## src/rtl/edge_irq_pkg.sv

```systemverilog
package edge_irq_pkg;
  // Strobes issued by the control decode to the register datapath
  typedef struct packed {
    logic rdClr;   // clear status on this clock edge
    logic wrSet;   // OR written bits into mask
    logic wrClr;   // remove written bits from mask
  } regStrobe_t;
endpackage

```

## src/rtl/edge_irq_sync.sv

```systemverilog
module edge_irq_sync #(
  parameter int STAGES = 2
) (
  input  logic clk,
  input  logic rstN,
  input  logic lineIn,
  output logic fallPulse
);
  localparam int TAPS = STAGES + 1;

  logic [TAPS-1:0] chainQ;

  always_ff @(posedge clk or negedge rstN) begin
    if (!rstN) chainQ[0] <= 1'b0;
    else       chainQ[0] <= lineIn;
  end

  for (genvar i = 1; i < TAPS; i++) begin : g_stage
    always_ff @(posedge clk or negedge rstN) begin
      if (!rstN) chainQ[i] <= 1'b0;
      else       chainQ[i] <= chainQ[i-1];
    end
  end

  // previous sample high, current synchronized sample low
  assign fallPulse = chainQ[TAPS-1] & ~chainQ[TAPS-2];
endmodule

```

## src/rtl/edge_irq_ctrl.sv

```systemverilog
module edge_irq_ctrl
  import edge_irq_pkg::*;
(
  input  logic       regSel,
  input  logic       regWr,
  input  logic       regRd,
  input  logic       modeBit,
  output regStrobe_t strb
);
  logic wrHit;
  assign wrHit = regSel & regWr;

  always_comb begin
    strb.rdClr = regSel & regRd;
    strb.wrSet = wrHit & modeBit;
    strb.wrClr = wrHit & ~modeBit;
  end
endmodule

```

## src/rtl/edge_irq_dp.sv

```systemverilog
module edge_irq_dp
  import edge_irq_pkg::*;
#(
  parameter int DATA_W  = 8,
  parameter int NUM_SRC = 5
) (
  input  logic               clk,
  input  logic               rstN,
  input  regStrobe_t         strb,
  input  logic [NUM_SRC-1:0] wrBits,
  input  logic [NUM_SRC-1:0] srcSet,
  output logic [NUM_SRC-1:0] statusQ,
  output logic [NUM_SRC-1:0] maskQ,
  output logic [DATA_W-1:0]  rdData,
  output logic               irqN
);
  localparam int SUM_BIT = DATA_W - 1;

  logic [NUM_SRC-1:0] statusD;
  logic [NUM_SRC-1:0] maskD;
  logic               anyActive;

  always_comb begin
    statusD = strb.rdClr ? '0 : statusQ;
    statusD = statusD | srcSet;   // a new edge survives a clearing read
  end

  always_comb begin
    maskD = maskQ;
    if (strb.wrSet) maskD = maskQ | wrBits;
    if (strb.wrClr) maskD = maskQ & ~wrBits;
  end

  always_ff @(posedge clk or negedge rstN) begin
    if (!rstN) begin
      statusQ <= '0;
      maskQ   <= '0;
    end else begin
      statusQ <= statusD;
      maskQ   <= maskD;
    end
  end

  assign anyActive = |(statusQ & maskQ);
  assign irqN      = ~anyActive;

  always_comb begin
    rdData                = '0;
    rdData[NUM_SRC-1:0]   = statusQ;
    rdData[SUM_BIT]       = anyActive;
  end
endmodule

```

## src/rtl/edge_irq_reg.sv

```systemverilog
module edge_irq_reg
  import edge_irq_pkg::*;
#(
  parameter int DATA_W      = 8,
  parameter int NUM_SRC     = 5,
  parameter int FLAG_IDX    = 4,
  parameter int SYNC_STAGES = 2
) (
  input  logic              clk,
  input  logic              rstN,
  input  logic              flagIn,
  input  logic              regSel,
  input  logic              regWr,
  input  logic              regRd,
  input  logic [DATA_W-1:0] wrData,
  output logic [DATA_W-1:0] rdData,
  output logic              irqN
);
  localparam int MODE_BIT = DATA_W - 1;

  regStrobe_t         strb;
  logic               fallPulse;
  logic [NUM_SRC-1:0] srcSet;
  logic [NUM_SRC-1:0] statusQ;
  logic [NUM_SRC-1:0] maskQ;

  edge_irq_sync #(.STAGES(SYNC_STAGES)) u_sync (
    .clk(clk), .rstN(rstN), .lineIn(flagIn), .fallPulse(fallPulse)
  );

  // only the flag position has an event source in this block
  for (genvar i = 0; i < NUM_SRC; i++) begin : g_src
    if (i == FLAG_IDX) begin : g_flag
      assign srcSet[i] = fallPulse;
    end else begin : g_idle
      assign srcSet[i] = 1'b0;
    end
  end

  edge_irq_ctrl u_ctrl (
    .regSel(regSel), .regWr(regWr), .regRd(regRd),
    .modeBit(wrData[MODE_BIT]), .strb(strb)
  );

  edge_irq_dp #(.DATA_W(DATA_W), .NUM_SRC(NUM_SRC)) u_dp (
    .clk(clk), .rstN(rstN), .strb(strb),
    .wrBits(wrData[NUM_SRC-1:0]), .srcSet(srcSet),
    .statusQ(statusQ), .maskQ(maskQ),
    .rdData(rdData), .irqN(irqN)
  );
endmodule

```

## config.mk

```make
export PLATFORM = sky130hd
export DESIGN_NAME = edge_irq_reg
export DESIGN_NICKNAME = d
export VERILOG_FILES = /design/src/rtl/edge_irq_pkg.sv /design/src/rtl/edge_irq_sync.sv /design/src/rtl/edge_irq_ctrl.sv /design/src/rtl/edge_irq_dp.sv /design/src/rtl/edge_irq_reg.sv
export SDC_FILE = /design/constraint.sdc
export NUM_CORES = 1
export LEC_CHECK = 0
export ABC_AREA = 1
export CELL_PAD_IN_SITES_DETAIL_PLACEMENT = 2
export CELL_PAD_IN_SITES_GLOBAL_PLACEMENT = 2
export CORE_MARGIN = 2
export CORE_UTILIZATION = 13
export CTS_CLUSTER_DIAMETER = 40
export DETAILED_ROUTE_END_ITERATION = 6
export PLACE_DENSITY_LB_ADDON = 0.3
export SYNTH_ARGS = -nofsm -noshare
export SYNTH_HDL_FRONTEND = slang
export SYNTH_SLANG_ARGS = --single-unit
```

## constraint.sdc

```tcl
create_clock -name clk -period 1.5 [get_ports clk]
set_input_delay 0.45 -clock clk [delete_from_list [all_inputs] [get_ports clk]]
set_output_delay 0.45 -clock clk [all_outputs]
set_load 0.01 [all_outputs]
```

==> qor.csv <==
metric;value;unit
status;complete, no violations;
worst path required time;1.05;ns
Synth Register Bits;5;
Critical Path Slowest Stage Cell;dfrtp_1;
GPL Wtd Cong;0.7000;
grt ovf;0;
initial core utilization;0.1437;
worst r2r src;u_dp.statusQ[4];
input/output buffers;10;
RSZ-0062 raised after global routing;false;
internal reg-to-reg setup slack;0.84;ns
die area;0.002071;mm2
placed cells;47;
CTS H-Tree Depth;1;
Worst Path Max Fanout;3;
CP cell instances;nand2_1 -> clkdlybuf4s15_1;
max incr delay on CP;0.39;ns
P_leak;0.1660;nW
Yosys warning count;0;
crit start category;register;
core area;0.001559;mm2
DRC;0;
Mapped Area;224.0;um2
initial antenna violation count;0;
Critical path destination;irqN;
via count;175;
Syn Area/Cell;9.738;um2
PwrDens;1106;mW/mm2
most common cell after layout, fill and taps aside;clkdlybuf4s50_1;
setup TNS;0;ns
I/O pin total;23;
Register-to-Register Path Depth;2;
Die Ht;45.51;um
synthesized instance count;23;
DR iter-0 viols;1;
final antenna-violating net count;0;
clk slew on worst S/H paths;0.04;ns
# hold bufs at CTS;0;
share of cells above drive strength 1;0.1143;
worst clock skew;0.002236;ns
antenna fix cells;0;
CTS tree;built;
max-slew violations;0;
top cells by area, synth;dfrtp_1 (56%), buf_4 (23%), nand2_1 (8.4%);
Final Hold Viols;0;
Die X-Extent;45.51;um
Tmin final;1.413;ns
Worst-Skew Late Latency;0.24;ns
Synth cell types;8;
crit path capture type;output port;
Non-Filler Instances;51;
CTS Buffer Depth;2;
Sink Count;5;
Peak VDD IR;332.8;uV
R2R Path End;u_dp.statusQ[4];
nets;50;
largest net degree at the start of global routing;6;
vias in the first global route;193;
critical path arrival;0.96;ns
CP Launch Point;u_dp.statusQ[4];
dpl cell area;310.3;um2
final worst path period share;0.9422;
vias per cell;3.431;
dominant cell type by area after synthesis;dfrtp_1;
synth-to-layout area growth;47.49;%
final instance area;330.3;um2
global-route wire length before repair;800;um
Min-Delay Path Class;register to register;
drt total wl;471;um
num rows;14;
most frequent cells in the layout;clkdlybuf4s50_1 (7), conb_1 (6), nand2_1 (5), dfrtp_1 (5), clkbuf_4 (3);
total track usage;0.05791;
Crit Path Class;register to output port;
Max Cap Viol;0;
sequential share of the synthesized area;0.5587;
clock root cell;clkbuf_4;
Post-CTS Setup Bufs;0;
Fmax;707.6;MHz
DR WL/cell;9.235;um
Final Setup Violations;0;
area share of the largest cell type after synthesis;0.5587;
Pre-antenna DRT Iters;2;
TritonCTS buffer count;3;
post-DP HPWL;413.7;um
## cells in the mapped netlist, drive strengths merged
cell and number:
buf 7, dfrtp 5, nand2 5, inv 2, conb 1, nand3 1
nand4 1, o21ai 1
## cell families (layout without fill, tap and decap cells)
group	count (synthesis)	count (layout)	synth area share
compound gates	1	1	0.02232
buf+inv	9	16	0.2682
flops	5	5	0.5587
other cells	1	6	0.01674
simple gates	7	7	0.1341
## per-stage QoR
step                power [mW]  hold slack, ns  setup WS, ns    util
CTS                     0.3777          0.3518     -0.001810  0.2135
global route            0.3929          0.3630       0.02151  0.2119
global placement        0.2202          0.3379       0.04491  0.1990
finish                  0.3654          0.3483       0.08670  0.2119
detailed placement      0.2239          0.3420       0.01288  0.1990
floorplan               0.1926          0.1544        0.3389       -
## routing by layer
metal / global-route usage / routed length [um] / vias up
li1: - / - / 80
met3: 0.03175 / 85 / 0
met2: 0.09014 / 212 / 15
met5: 0 / 0 / -
met4: 0.05294 / 0 / 0
met1: 0.05314 / 173 / 80
## layout make-up
type                            count  area (um2)
Inverter                            2       7.507
Fill cell                         183        1229
Timing Repair Buffer               10       93.84
Multi-Input combinational cell     14       57.56
Sequential cell                     5       125.1
Clock buffer                        4       26.28
Tap cell                           16       20.02
## what timing repair did
action                     in CTS  in global routing
setup endpoints to repair       3                  1
pin swaps                       0                  1
gates resized for setup         3                  3
cloned                          0                  0
## power breakdown
part / switching (mW) / internal [mW]
Combinational: 0.0293 / 0.0303
Clock: 0.0524 / 0.100
Sequential: 0.00612 / 0.147
## worst max-delay path: cells and delay by family, from the launching register on
kind,cells,cell delay (ns)
buffers and inverters,1,0.24
DFF,1,0.39
and+or+nand+nor,1,0.10
## how the worst min path moves through the flow
| stage | startpoint | endpoint | slack, ns | depth (start not counted) |
|---|---|---|---|---|
| 2_1_floorplan | rstN | asynchronous set/reset pin | 0.15 | 0 |
| 3_3_place_gp | u_sync.chainQ[0] | u_sync.chainQ[1] | 0.34 | 0 |
| 3_5_place_dp | u_sync.chainQ[0] | u_sync.chainQ[1] | 0.34 | 0 |
| 4_1_cts | u_sync.chainQ[0] | u_sync.chainQ[1] | 0.35 | 0 |
| 5_1_grt | u_sync.chainQ[0] | u_sync.chainQ[1] | 0.36 | 0 |
| 6_report | u_sync.chainQ[0] | u_sync.chainQ[1] | 0.35 | 0 |
Note: power is estimated with default switching activity, not from simulation.
